File: src/rtl/scsi_stat_pkg.sv
package scsi_stat_pkg;
  localparam int MODE_DMA_BIT  = 1;
  localparam int MODE_PIRQ_BIT = 4;
  localparam int MODE_PCHK_BIT = 5;
  localparam int TC_IO_BIT     = 0;
  localparam int TC_CD_BIT     = 1;
  localparam int TC_MSG_BIT    = 2;

  typedef struct packed {
    logic msg;
    logic cd;
    logic io;
  } phase_t;
endpackage

File: src/rtl/scsi_line_sync.sv
module scsi_line_sync #(
  parameter int          W      = 1,
  parameter int          STAGES = 2,
  parameter logic [W-1:0] RST_VAL = '1
) (
  input  logic         clk_i,
  input  logic         rst_ni,
  input  logic [W-1:0] d_i,
  output logic [W-1:0] q_o
);
  logic [W-1:0] stg_q [STAGES];

  for (genvar s = 0; s < STAGES; s++) begin : g_stage
    always_ff @(posedge clk_i or negedge rst_ni) begin
      if (!rst_ni) stg_q[s] <= RST_VAL;
      else if (s == 0) stg_q[s] <= d_i;
      else stg_q[s] <= stg_q[(s == 0) ? 0 : s-1];
    end
  end

  assign q_o = stg_q[STAGES-1];
endmodule

File: src/rtl/scsi_phase_cmp.sv
module scsi_phase_cmp
  import scsi_stat_pkg::*;
(
  input  phase_t bus_ph_i,
  input  phase_t cmd_ph_i,
  output logic   match_o
);
  assign match_o = (bus_ph_i == cmd_ph_i);
endmodule

File: src/rtl/scsi_parity_chk.sv
module scsi_parity_chk #(
  parameter int DATA_W = 8
) (
  input  logic [DATA_W-1:0] data_i,
  input  logic              par_i,
  input  logic              strobe_i,
  input  logic              chk_en_i,
  output logic              err_o
);
  logic odd_ok;
  assign odd_ok = ^{data_i, par_i};
  assign err_o  = strobe_i && chk_en_i && !odd_ok;
endmodule

File: src/rtl/scsi_irq_ctl.sv
module scsi_irq_ctl (
  input  logic clk_i,
  input  logic rst_ni,
  input  logic req_i,
  input  logic match_i,
  input  logic dma_mode_i,
  input  logic perr_i,
  input  logic pirq_en_i,
  input  logic ack_i,
  output logic perr_o,
  output logic irq_act_o
);
  logic req_q, req_rise, ph_irq, p_irq;

  assign req_rise = req_i && !req_q;
  assign ph_irq   = dma_mode_i && req_rise && !match_i;
  assign p_irq    = perr_i && pirq_en_i;

  always_ff @(posedge clk_i or negedge rst_ni) begin
    if (!rst_ni) begin
      req_q     <= 1'b0;
      perr_o    <= 1'b0;
      irq_act_o <= 1'b0;
    end else begin
      req_q <= req_i;
      // new events take precedence over acknowledge
      if (perr_i)     perr_o <= 1'b1;
      else if (ack_i) perr_o <= 1'b0;
      if (ph_irq || p_irq) irq_act_o <= 1'b1;
      else if (ack_i)      irq_act_o <= 1'b0;
    end
  end
endmodule

File: src/rtl/scsi_stat_irq.sv
module scsi_stat_irq
  import scsi_stat_pkg::*;
#(
  parameter int DATA_W      = 8,
  parameter int SYNC_STAGES = 2
) (
  input  logic              clk_i,
  input  logic              rst_ni,
  input  logic              req_ni,
  input  logic              io_ni,
  input  logic              cd_ni,
  input  logic              msg_ni,
  input  logic              dbp_ni,
  input  logic [DATA_W-1:0] data_ni,
  input  logic [7:0]        mode_i,
  input  logic [7:0]        tcmd_i,
  input  logic              dreg_rd_i,
  input  logic              dma_rx_i,
  input  logic              ack_i,
  output logic              phase_match_o,
  output logic              parity_err_o,
  output logic              irq_active_o,
  output logic              irq_o
);
  localparam int SW = DATA_W + 5;

  logic [SW-1:0]     pins_n, sync_n, sync_as;
  logic [DATA_W-1:0] data_as;
  logic              req_as, dbp_as, perr_evt;
  phase_t            bus_ph, cmd_ph;
  logic              unused_bits;

  assign pins_n = {req_ni, io_ni, cd_ni, msg_ni, dbp_ni, data_ni};

  scsi_line_sync #(.W(SW), .STAGES(SYNC_STAGES), .RST_VAL({SW{1'b1}})) u_sync (
    .clk_i(clk_i), .rst_ni(rst_ni), .d_i(pins_n), .q_o(sync_n)
  );

  assign sync_as = ~sync_n;
  assign {req_as, bus_ph.io, bus_ph.cd, bus_ph.msg, dbp_as, data_as} = sync_as;

  assign cmd_ph.io  = tcmd_i[TC_IO_BIT];
  assign cmd_ph.cd  = tcmd_i[TC_CD_BIT];
  assign cmd_ph.msg = tcmd_i[TC_MSG_BIT];

  scsi_phase_cmp u_cmp (.bus_ph_i(bus_ph), .cmd_ph_i(cmd_ph), .match_o(phase_match_o));

  scsi_parity_chk #(.DATA_W(DATA_W)) u_par (
    .data_i(data_as), .par_i(dbp_as), .strobe_i(dreg_rd_i || dma_rx_i),
    .chk_en_i(mode_i[MODE_PCHK_BIT]), .err_o(perr_evt)
  );

  scsi_irq_ctl u_irq (
    .clk_i(clk_i), .rst_ni(rst_ni), .req_i(req_as), .match_i(phase_match_o),
    .dma_mode_i(mode_i[MODE_DMA_BIT]), .perr_i(perr_evt),
    .pirq_en_i(mode_i[MODE_PIRQ_BIT]), .ack_i(ack_i),
    .perr_o(parity_err_o), .irq_act_o(irq_active_o)
  );

  assign irq_o = irq_active_o;
  assign unused_bits = ^{mode_i[7:6], mode_i[3:2], mode_i[0], tcmd_i[7:3]};
endmodule

File: config.mk
export PLATFORM = sky130hd
export DESIGN_NAME = scsi_stat_irq
export DESIGN_NICKNAME = d
export VERILOG_FILES = /design/src/rtl/scsi_stat_pkg.sv /design/src/rtl/scsi_line_sync.sv /design/src/rtl/scsi_phase_cmp.sv /design/src/rtl/scsi_parity_chk.sv /design/src/rtl/scsi_irq_ctl.sv /design/src/rtl/scsi_stat_irq.sv
export SDC_FILE = /design/constraint.sdc
export NUM_CORES = 1
export LEC_CHECK = 0
export CORE_UTILIZATION = 41
export DETAILED_ROUTE_END_ITERATION = 16
export GPL_TIMING_DRIVEN = 0
export PLACE_DENSITY_LB_ADDON = 0.25
export RECOVER_POWER = 100
export SLEW_MARGIN = 25
export SYNTH_ARGS = -nofsm -noshare
export SYNTH_HDL_FRONTEND = slang
export SYNTH_SLANG_ARGS = --single-unit
File: constraint.sdc
create_clock -name clk_i -period 1.6 [get_ports clk_i]
set_input_delay 0.32 -clock clk_i [delete_from_list [all_inputs] [get_ports clk_i]]
set_output_delay 0.32 -clock clk_i [all_outputs]
set_load 0.005 [all_outputs]
Yosys cells after proc, flatten, opt, wreduce, memory -nomap -nowiden
Cells that the tools add are included.
{"block": "totals", "reg_bits": 29, "input_bits": 34, "out_inout_bits": 4, "elab_cells": 24}
{"block": "op_classes", "n_eq_ne": 1, "mux": 3, "bitwise": 1, "n_reduce_logical": 14}
{"op": "$not A13 Y13", "n": 1}
{"op": "$reduce_xor A9 Y1", "n": 1}
{"op": "$logic_and A1 B1 Y1", "n": 6}
{"op": "$reduce_bool A2 Y1", "n": 2}
{"op": "$eq A3 B3 Y1", "n": 1}
{"op": "$logic_not A1 Y1", "n": 3}
{"op": "$mux W1", "n": 3}
{"op": "$logic_or A1 B1 Y1", "n": 2}

Depth between registers and ports, before layout
Gate-level depths: netlist of the first run.
{"block": "logic_depth", "ltp_word": 7, "ltp_mapped": 4, "ltp_nobuf": 4}

Modules after synthesis
From an unflattened synthesis of the first run, not the netlist that was laid out.
{"block": "hier_totals", "cells_unflattened": 74, "area_unflattened_um2": 1086.0}
{"module": "scsi_line_sync", "n_inst": 1, "cells_each": 39, "area_each_um2": 780.7, "seq_area_each_um2": 683.2}
{"module": "scsi_irq_ctl", "n_inst": 1, "cells_each": 7, "area_each_um2": 106.4, "seq_area_each_um2": 75.1}
{"module": "scsi_parity_chk", "n_inst": 1, "cells_each": 9, "area_each_um2": 100.1, "seq_area_each_um2": 0.0}
{"module": "scsi_stat_irq", "n_inst": 1, "cells_each": 15, "area_each_um2": 62.6, "seq_area_each_um2": 0.0}
{"module": "scsi_phase_cmp", "n_inst": 1, "cells_each": 4, "area_each_um2": 36.3, "seq_area_each_um2": 0.0}

Worst setup path before layout of the first run
No wires, ideal clock.
{"block": "synth_path", "kind": "register to register", "from": "register u_sync.stg_q (netlist bit u_sync.q_o[3])", "to": "register u_irq.irq_act_o", "setup_time_ps": 136, "arrival_time_ps": 1358, "required_time_ps": 1464, "setup_slack_ps": 106, "path_stages_with_launch": 5, "path_buffers": 0, "synth_period_minus_slack_ps": 1494, "path_cell_list": "dfstp_2 xor2_1 xnor3_1 xnor2_1 o311ai_2"}
{"block": "synth_between", "elab_chain_cells": 7, "word_cells_on_any_way": 8, "cone_classes": "mux: 1; bitwise: 1; reduce/logical: 6"}
{"element": "from (decl)", "line": "scsi_line_sync.sv:11", "text": "logic [W-1:0] stg_q [STAGES];"}
{"element": "from (signal, indexed assignment)", "line": "scsi_line_sync.sv:16", "text": "else if (s == 0) stg_q[s] <= d_i;"}
{"element": "from (signal, indexed assignment)", "line": "scsi_line_sync.sv:17", "text": "else stg_q[s] <= stg_q[(s == 0) ? 0 : s-1];"}
{"element": "$not A13 Y13 *", "line": "scsi_stat_irq.sv:39", "text": "assign sync_as = ~sync_n;"}
{"element": "$reduce_xor A9 Y1 *", "line": "scsi_parity_chk.sv:11", "text": "assign odd_ok = ^{data_i, par_i};"}
{"element": "$logic_not A1 Y1 *", "line": "scsi_parity_chk.sv:12", "text": "assign err_o = strobe_i && chk_en_i && !odd_ok;"}
{"element": "$logic_and A1 B1 Y1 *", "line": "scsi_parity_chk.sv:12"}
{"element": "$logic_and A1 B1 Y1 *", "line": "scsi_irq_ctl.sv:17", "text": "assign p_irq = perr_i && pirq_en_i;"}
{"element": "$logic_or A1 B1 Y1 *", "line": "scsi_irq_ctl.sv:29", "text": "if (ph_irq || p_irq) irq_act_o <= 1'b1;"}
{"element": "$mux W1 / $reduce_bool A2 Y1 (equally long branches)"}
{"element": "to (signal assigned)", "line": "scsi_irq_ctl.sv:23", "text": "irq_act_o <= 1'b0;"}
{"element": "to (signal assigned)", "line": "scsi_irq_ctl.sv:29"}
{"element": "to (signal assigned)", "line": "scsi_irq_ctl.sv:30", "text": "else if (ack_i) irq_act_o <= 1'b0;"}
{"element": "to (decl)", "line": "scsi_irq_ctl.sv:11", "text": "output logic irq_act_o"}
Mark *: on every way between the ends. The rest lies on a longest branch, timed or not.
A chain may end at the register's enable or synchronous reset.

Worst setup path after layout of the first run
{"block": "layout_path", "from": "input port tcmd_i[2]", "to": "output port phase_match_o"}
{"block": "layout_between", "elab_chain_cells": 1}
{"element": "from (decl)", "line": "scsi_stat_irq.sv:16", "text": "input logic [7:0] tcmd_i,"}
{"element": "$eq A3 B3 Y1", "line": "scsi_phase_cmp.sv:8", "text": "assign match_o = (bus_ph_i == cmd_ph_i);"}
{"element": "to (decl)", "line": "scsi_stat_irq.sv:20", "text": "output logic phase_match_o,"}
Every way passes these cells.

==> results of run 1 <==
synth_stat cells:
library cell / count
or4b_1: 1
dfstp_2: 26
inv_1: 3
buf_4: 1
dfrtp_1: 3
xnor3_1: 1
o21ai_0: 1
xor2_1: 2
xnor2_1: 7
o22ai_1: 1
o311ai_2: 1
nor3_1: 1
nand2b_1: 1
what timing repair did:
action                                  4_1_cts  5_1_grt
pin swaps                                     2        2
gates cloned                                  0        0
resized for setup                             6        3
endpoints found under the setup margin        3        3
buffers inserted                              2        0
hold buffers                                  0        0
state kept, by name, summed over array words and instances (netlist names):
register,flops
u_irq.req_q,1
u_irq.perr_o,1
u_sync.q_o,13
u_irq.irq_act_o,1
u_sync.stg_q,13
worst max-delay path: cells and delay by family:
family / cells / cell delay [ns]
XOR/XNOR: 1 / 0.17
buffers and inverters: 2 / 0.59
AND/OR/NAND/NOR: 1 / 0.20
worst max-delay path by stage:
stage | start | to | slack, ns | cells after the start
global placement | tcmd_i[2] | phase_match_o | -0.37 | 4
detailed placement | tcmd_i[2] | phase_match_o | -0.39 | 4
CTS | u_sync.q_o[11]$_DFF_PN1_ | phase_match_o | 0.004 | 3
finish | tcmd_i[2] | phase_match_o | 0.003 | 4
floorplan | u_sync.q_o[3]$_DFF_PN1_ | u_irq.irq_act_o$_DFFE_PN0P_ | 0.11 | 4
global route | u_sync.q_o[9]$_DFF_PN1_ | phase_match_o | -0.07 | 3
power by group through the flow:
stage / registers (W) / clock network (W) / logic (W)
floorplan: 0.000837 / 0 / 0.0000762
global placement: 0.000836 / 0 / 0.000192
detailed placement: 0.000840 / 0 / 0.000194
CTS: 0.000828 / 0.000400 / 0.000210
global route: 0.000835 / 0.000445 / 0.000226
finish: 0.000828 / 0.000380 / 0.000206
routing by layer:
layer  GRT usage, %  wire (um)
met2          17.34        637
met3          6.481         85
met4          7.143         10
met1          15.30        478
met5              0          0
layout by cell type, fill, tap and decap left out, drive strengths merged, types with 2 or more instances in the layout:
cell type and instances:
inv 3, dfrtp 3, dfstp 26, xnor2 7, buf 3, clkbuf 10, dlygate4sd3 13, xor2 2
clkdlybuf4s50 11
per-stage QoR:
stage | area, um2 | utilization, % | hold slack (ns) | instances | setup slack (ns)
final | 1310 | 64.15 | 0.3249 | 113 | 0.002731
after global placement | 1231 | 60.29 | 0.3456 | 103 | -0.3729
after detailed placement | 1226 | 60.05 | 0.3468 | 103 | -0.3890
after global routing | 1310 | 64.15 | 0.3584 | 113 | -0.06952
after floorplan | 927.1 | - | 0.02441 | 49 | 0.1060
after CTS | 1291 | 63.24 | 0.01166 | 113 | 0.003978
cell type report:
type / count / area share, %
flip-flops and latches: 29 / 57.88
multi-input cells: 16 / 13.56
well taps: 27 / 2.579
clock buffers: 8 / 3.725
inverters: 3 / 0.8596
plain buffers: 1 / 0.5731
repair buffers: 29 / 20.82
kinds of logic after synthesis:
kind of cell	synth area share, %
DFF	81.78
xor gates and xnor gates	10.93
buffers and inverters	2.025
AOI/OAI and AO/OA	2.969
and+or+nand+nor	2.294
==> results.cfg, run 1 <==
[power_and_ir_drop]
cell_internal_pwr_w = 0.001119
power_density_nw_per_um2 = 1080
p_leak_nw = 0.5436
power.share.sequential_pct = 58.6
pwr-share-comb_pct = 14.5
switching_share_pct = 20.90
ir_worst_vdd_mv = 0.6692
p_sw_w = 0.0002956
p_total_w = 0.001414
clockPowerShare_pct = 26.9

[floorplanning]
core-area_um2 = 2042
fp-row-count = 16
dieArea_um2 = 2456
ios = 38
die_w_um = 49.56
die_y_um = 49.56
initial_utilization_pct = 45.40

[layout]
regArea_um2 = 758.2
syn_to_final_growth_pct = 41.30
antenna_cells = 0
drive_gt1_share_pct = 46.51
layout.nets = 119
multi_input_area_um2 = 177.7
fillers = 159

[sta]
worst_slew_pin_slew_ns = 1.394
slew_viol_final = 0
relSlewSlack_pct = 7.063
fin_crit_sh_pct = 99.83
setup_viol = 0
setup_tns_ns = 0
hold_viol = 0
rsz0062_at_grt = yes
clock_skew_ns = 0.005210
period_needed_ns = 1.597
max_clock_freq_mhz = 626.1

[global_routing]
antenna_found_initial = 0
grtUsageTotal_pct = 12.42
first_global_vias = 505
grt_pass1_wl_um = 2145
overflow = 0
grt_start_max_net_pins = 30

[worst_setup_path]
worstSetupStartpointType = primary input
slowest_stage = clkdlybuf4s50_1
rr_startpoint = u_sync.q_o[4]$_DFF_PN1_
rrSetupSlack_ns = 0.04
worstPathArrival_ns = 1.28
crit_chain = clkdlybuf4s50_1 > xnor2_2 > nor3_2 > buf_2
worstSetupPathType = in -> out
end_kind = output port
required_ns = 1.28
r2r-end = u_irq.irq_act_o$_DFFE_PN0P_
path_max_fanout = 2
reg2reg_depth = 4
slowest_delay_ns = 0.45

[routing]
drt_iter0_drc = 3
drt_first_pass_iters = 2
routed_wirelength_um = 1212
avgRoutedWirePerCell_um = 10.73
vias_per_cell = 4.142
drc_errors = 0
num_vias = 468
ant_nets = 0

[synth]
synth_area_leaders = dfstp_2 (74%), dfrtp_1 (8.1%), xnor2_1 (6.6%)
postSynthAreaPerCell_um2 = 18.92
syn-num-nets = 83
seq_area_frac_synth_pct = 81.78
syn_area_um2 = 927.1
synth_top_area_cell = dfstp_2
yosysTopAreaCellShare_pct = 73.68
synthCells = 49
yosysWarnings = 0
ys_types = 13
synth_seq_cells = 29

[place]
gp_congestion = 0.6420
io_buffers = 27
post-dp-hpwl_um = 773.7

[hold_path]
hold_path.class = in -> async

[cts]
htreeDepth = 2
clock_sinks = 29
clock_latency_ns = 0.30
cts-root-buf = clkbuf_4
cts_tree = done
cts_buffers = 5
clockBufferDepth = 2
clkTransAtPathRegs_ns = 0.08

[job]
maxCapViolCount = 0

[status]
status = finished, final reports clean
Note: power is estimated with default switching activity, not from simulation.
==> run 2, diff against run 1 <==
- CAP_MARGIN: not set -> 10
- MAX_ROUTING_LAYER: not set -> met4
==> results of run 2 <==
Final layout, timing and power as in run 1 (identical DEF).
Main changes from that run: final weighted congestion in routability-driven placement 0.6420 -> 0.6474; overall routing resource usage 12.42% -> 12.78%
==> run 3, diff against run 2 <==
- CELL_PAD_IN_SITES_DETAIL_PLACEMENT: not set -> 0
- CELL_PAD_IN_SITES_GLOBAL_PLACEMENT: not set -> 1
- CORE_UTILIZATION: 41 -> 33
==> run 3 against run 2 <==
Effect of this change: the flow now finishes with violations (setup timing); via count increased by 1.3%; total power increased by 15%; global-route usage decreased by 2.7 points; core utilization decreased by 12 points; final area increased by 2.2%; first-iteration DRC count decreased by 100%; largest power group unchanged; worst hold slack improved by 0.034 ns; sequential power about the same; fmax decreased by 0.63%; cell count increased by 1.8%; non-clock buffer count decreased by 1; clock skew increased by 0.0025 ns; largest cell class unchanged.
==> results.cfg, run 3 (synthesis gave the netlist of run 1 again) <==
[worst_setup_path]
end_kind = register
worstPathArrival_ns = 1.83
required_ns = 1.82
crit_chain = xor2_1 > xnor3_1 > xnor2_2 > o311ai_2
rr_startpoint = u_sync.q_o[2]$_DFF_PN1_
reg2reg_depth = 4
cp_top_family = XOR/XNOR gates
rrSetupSlack_ns = -0.007
crit_buf_inv = 0
slowest_stage = dfstp_2
slowest_delay_ns = 0.53
r2r-end = u_irq.irq_act_o$_DFFE_PN0P_
worstSetupPathType = reg -> reg
worstSetupStartpointType = register
path_max_fanout = 2

[routing]
topRoutingLayerUsed = met4
met2_length_um = 641
drt_iter0_drc = 0
ant_nets = 0
wl_met3_um = 167
m1WireLength_um = 426
num_vias = 474
vias_per_cell = 4.122
avgRoutedWirePerCell_um = 11.03
drt_first_pass_iters = 1
routed_wirelength_um = 1268
drc_errors = 0

[cts]
cts_tree = done
clock_latency_ns = 0.32
clockBufferDepth = 2
clkTransAtPathRegs_ns = 0.08
cts-root-buf = clkbuf_4
clock_sinks = 29
post-cts-setup-buffers = 0
htreeDepth = 2
cts_buffers = 5

[status]
status = finished, violations left
violations = setup timing

[place]
io_buffers = 27
dp_slack_ns = -0.3603
placed_cell_area_um2 = 1230
post-dp-hpwl_um = 817.2
gp_congestion = 0.5992

[floorplanning]
dieArea_um2 = 3026
die_y_um = 55.01
initial_utilization_pct = 36.11
fp-row-count = 18
ios = 38
core-area_um2 = 2567
die_w_um = 55.01

[hold_path]
min_path_cells = 0
min-delay-start = u_sync.stg_q[16]$_DFF_PN1_
hold_path.class = reg -> reg
hold_end = u_sync.q_o[3]$_DFF_PN1_

[layout]
layout.nets = 118
finish.utilization_pct = 52.14
syn_to_final_growth_pct = 44.40
fin_area_um2 = 1339
drive_gt1_share_pct = 47.06
final_common_cell = dfstp_2
layout_common_cells = dfstp_2 (26), dlygate4sd3_1 (14), clkdlybuf4s50_1 (11)
antenna_cells = 0

[sta]
period_needed_ns = 1.607
max_clock_freq_mhz = 622.1
hold_viol = 0
slew_viol_final = 0
setup_tns_ns = -0.007378
relSlewSlack_pct = 55.80
clock_skew_ns = 0.007665
rsz0062_at_grt = yes
worst_slew_pin_slew_ns = 0.6630
setup_viol = 1
setup_ws_ns = -0.007378
fin_crit_sh_pct = 100.5

[power_and_ir_drop]
p_leak_nw = 0.5537
p_total_w = 0.001631
power_density_nw_per_um2 = 1218
ir_worst_vdd_mv = 0.8645

[global_routing]
first_global_vias = 443
antenna_found_initial = 0
overflow = 0
grt_pass1_wl_um = 1752
grt_start_max_net_pins = 30
grtUsageTotal_pct = 10.05

[job]
maxCapViolCount = 0
-- run 3: area by class of cell --
cell class | count | area (um2)
sequential | 29 | 758.2
clock inverter | 1 | 30.03
clock buffer | 7 | 55.05
timing repair buffer | 28 | 269.0
inverter | 3 | 11.26
buffer | 1 | 7.507
fill | 229 | 1229
tap | 30 | 37.54
multi-input combinational | 16 | 170.2
-- run 3: worst max-delay path by stage --
stage,start,to,slack [ns],cells after the start
floorplan,u_sync.q_o[3]$_DFF_PN1_,u_irq.irq_act_o$_DFFE_PN0P_,0.11,4
global placement,tcmd_i[2],phase_match_o,-0.36,4
detailed placement,tcmd_i[2],phase_match_o,-0.36,4
CTS,u_sync.q_o[11]$_DFF_PN1_,phase_match_o,-0.04,3
global route,u_sync.q_o[2]$_DFF_PN1_,u_irq.irq_act_o$_DFFE_PN0P_,-0.07,4
finish,u_sync.q_o[2]$_DFF_PN1_,u_irq.irq_act_o$_DFFE_PN0P_,-0.007,4
-- run 3: repair_timing --
action                     4_1_cts  5_1_grt
setup endpoints to repair        2        3
pin swaps                        2        3
hold buffers                     1        0
gates resized for setup          5        3
hold endpoints to repair         1        0
-- run 3: per-stage QoR --
stage	hold WS (ns)	instances
after global routing	0.3627	115
final	0.3586	115
after global placement	0.3459	106
after CTS	0.3593	115
after floorplan	0.02441	49
after detailed placement	0.3468	106
-- run 3: routing by layer --
layer,vias to the layer above,track usage [%]
met1,217,7.394
met3,7,8.470
li1,225,-
met2,25,14.86
met5,-,-
met4,0,8.750
-- run 3: power breakdown --
part,internal [W],switching [W]
logic,0.000129,0.0000681
clock network,0.000373,0.000234
registers,0.000807,0.0000193
total,0.00131,0.000322
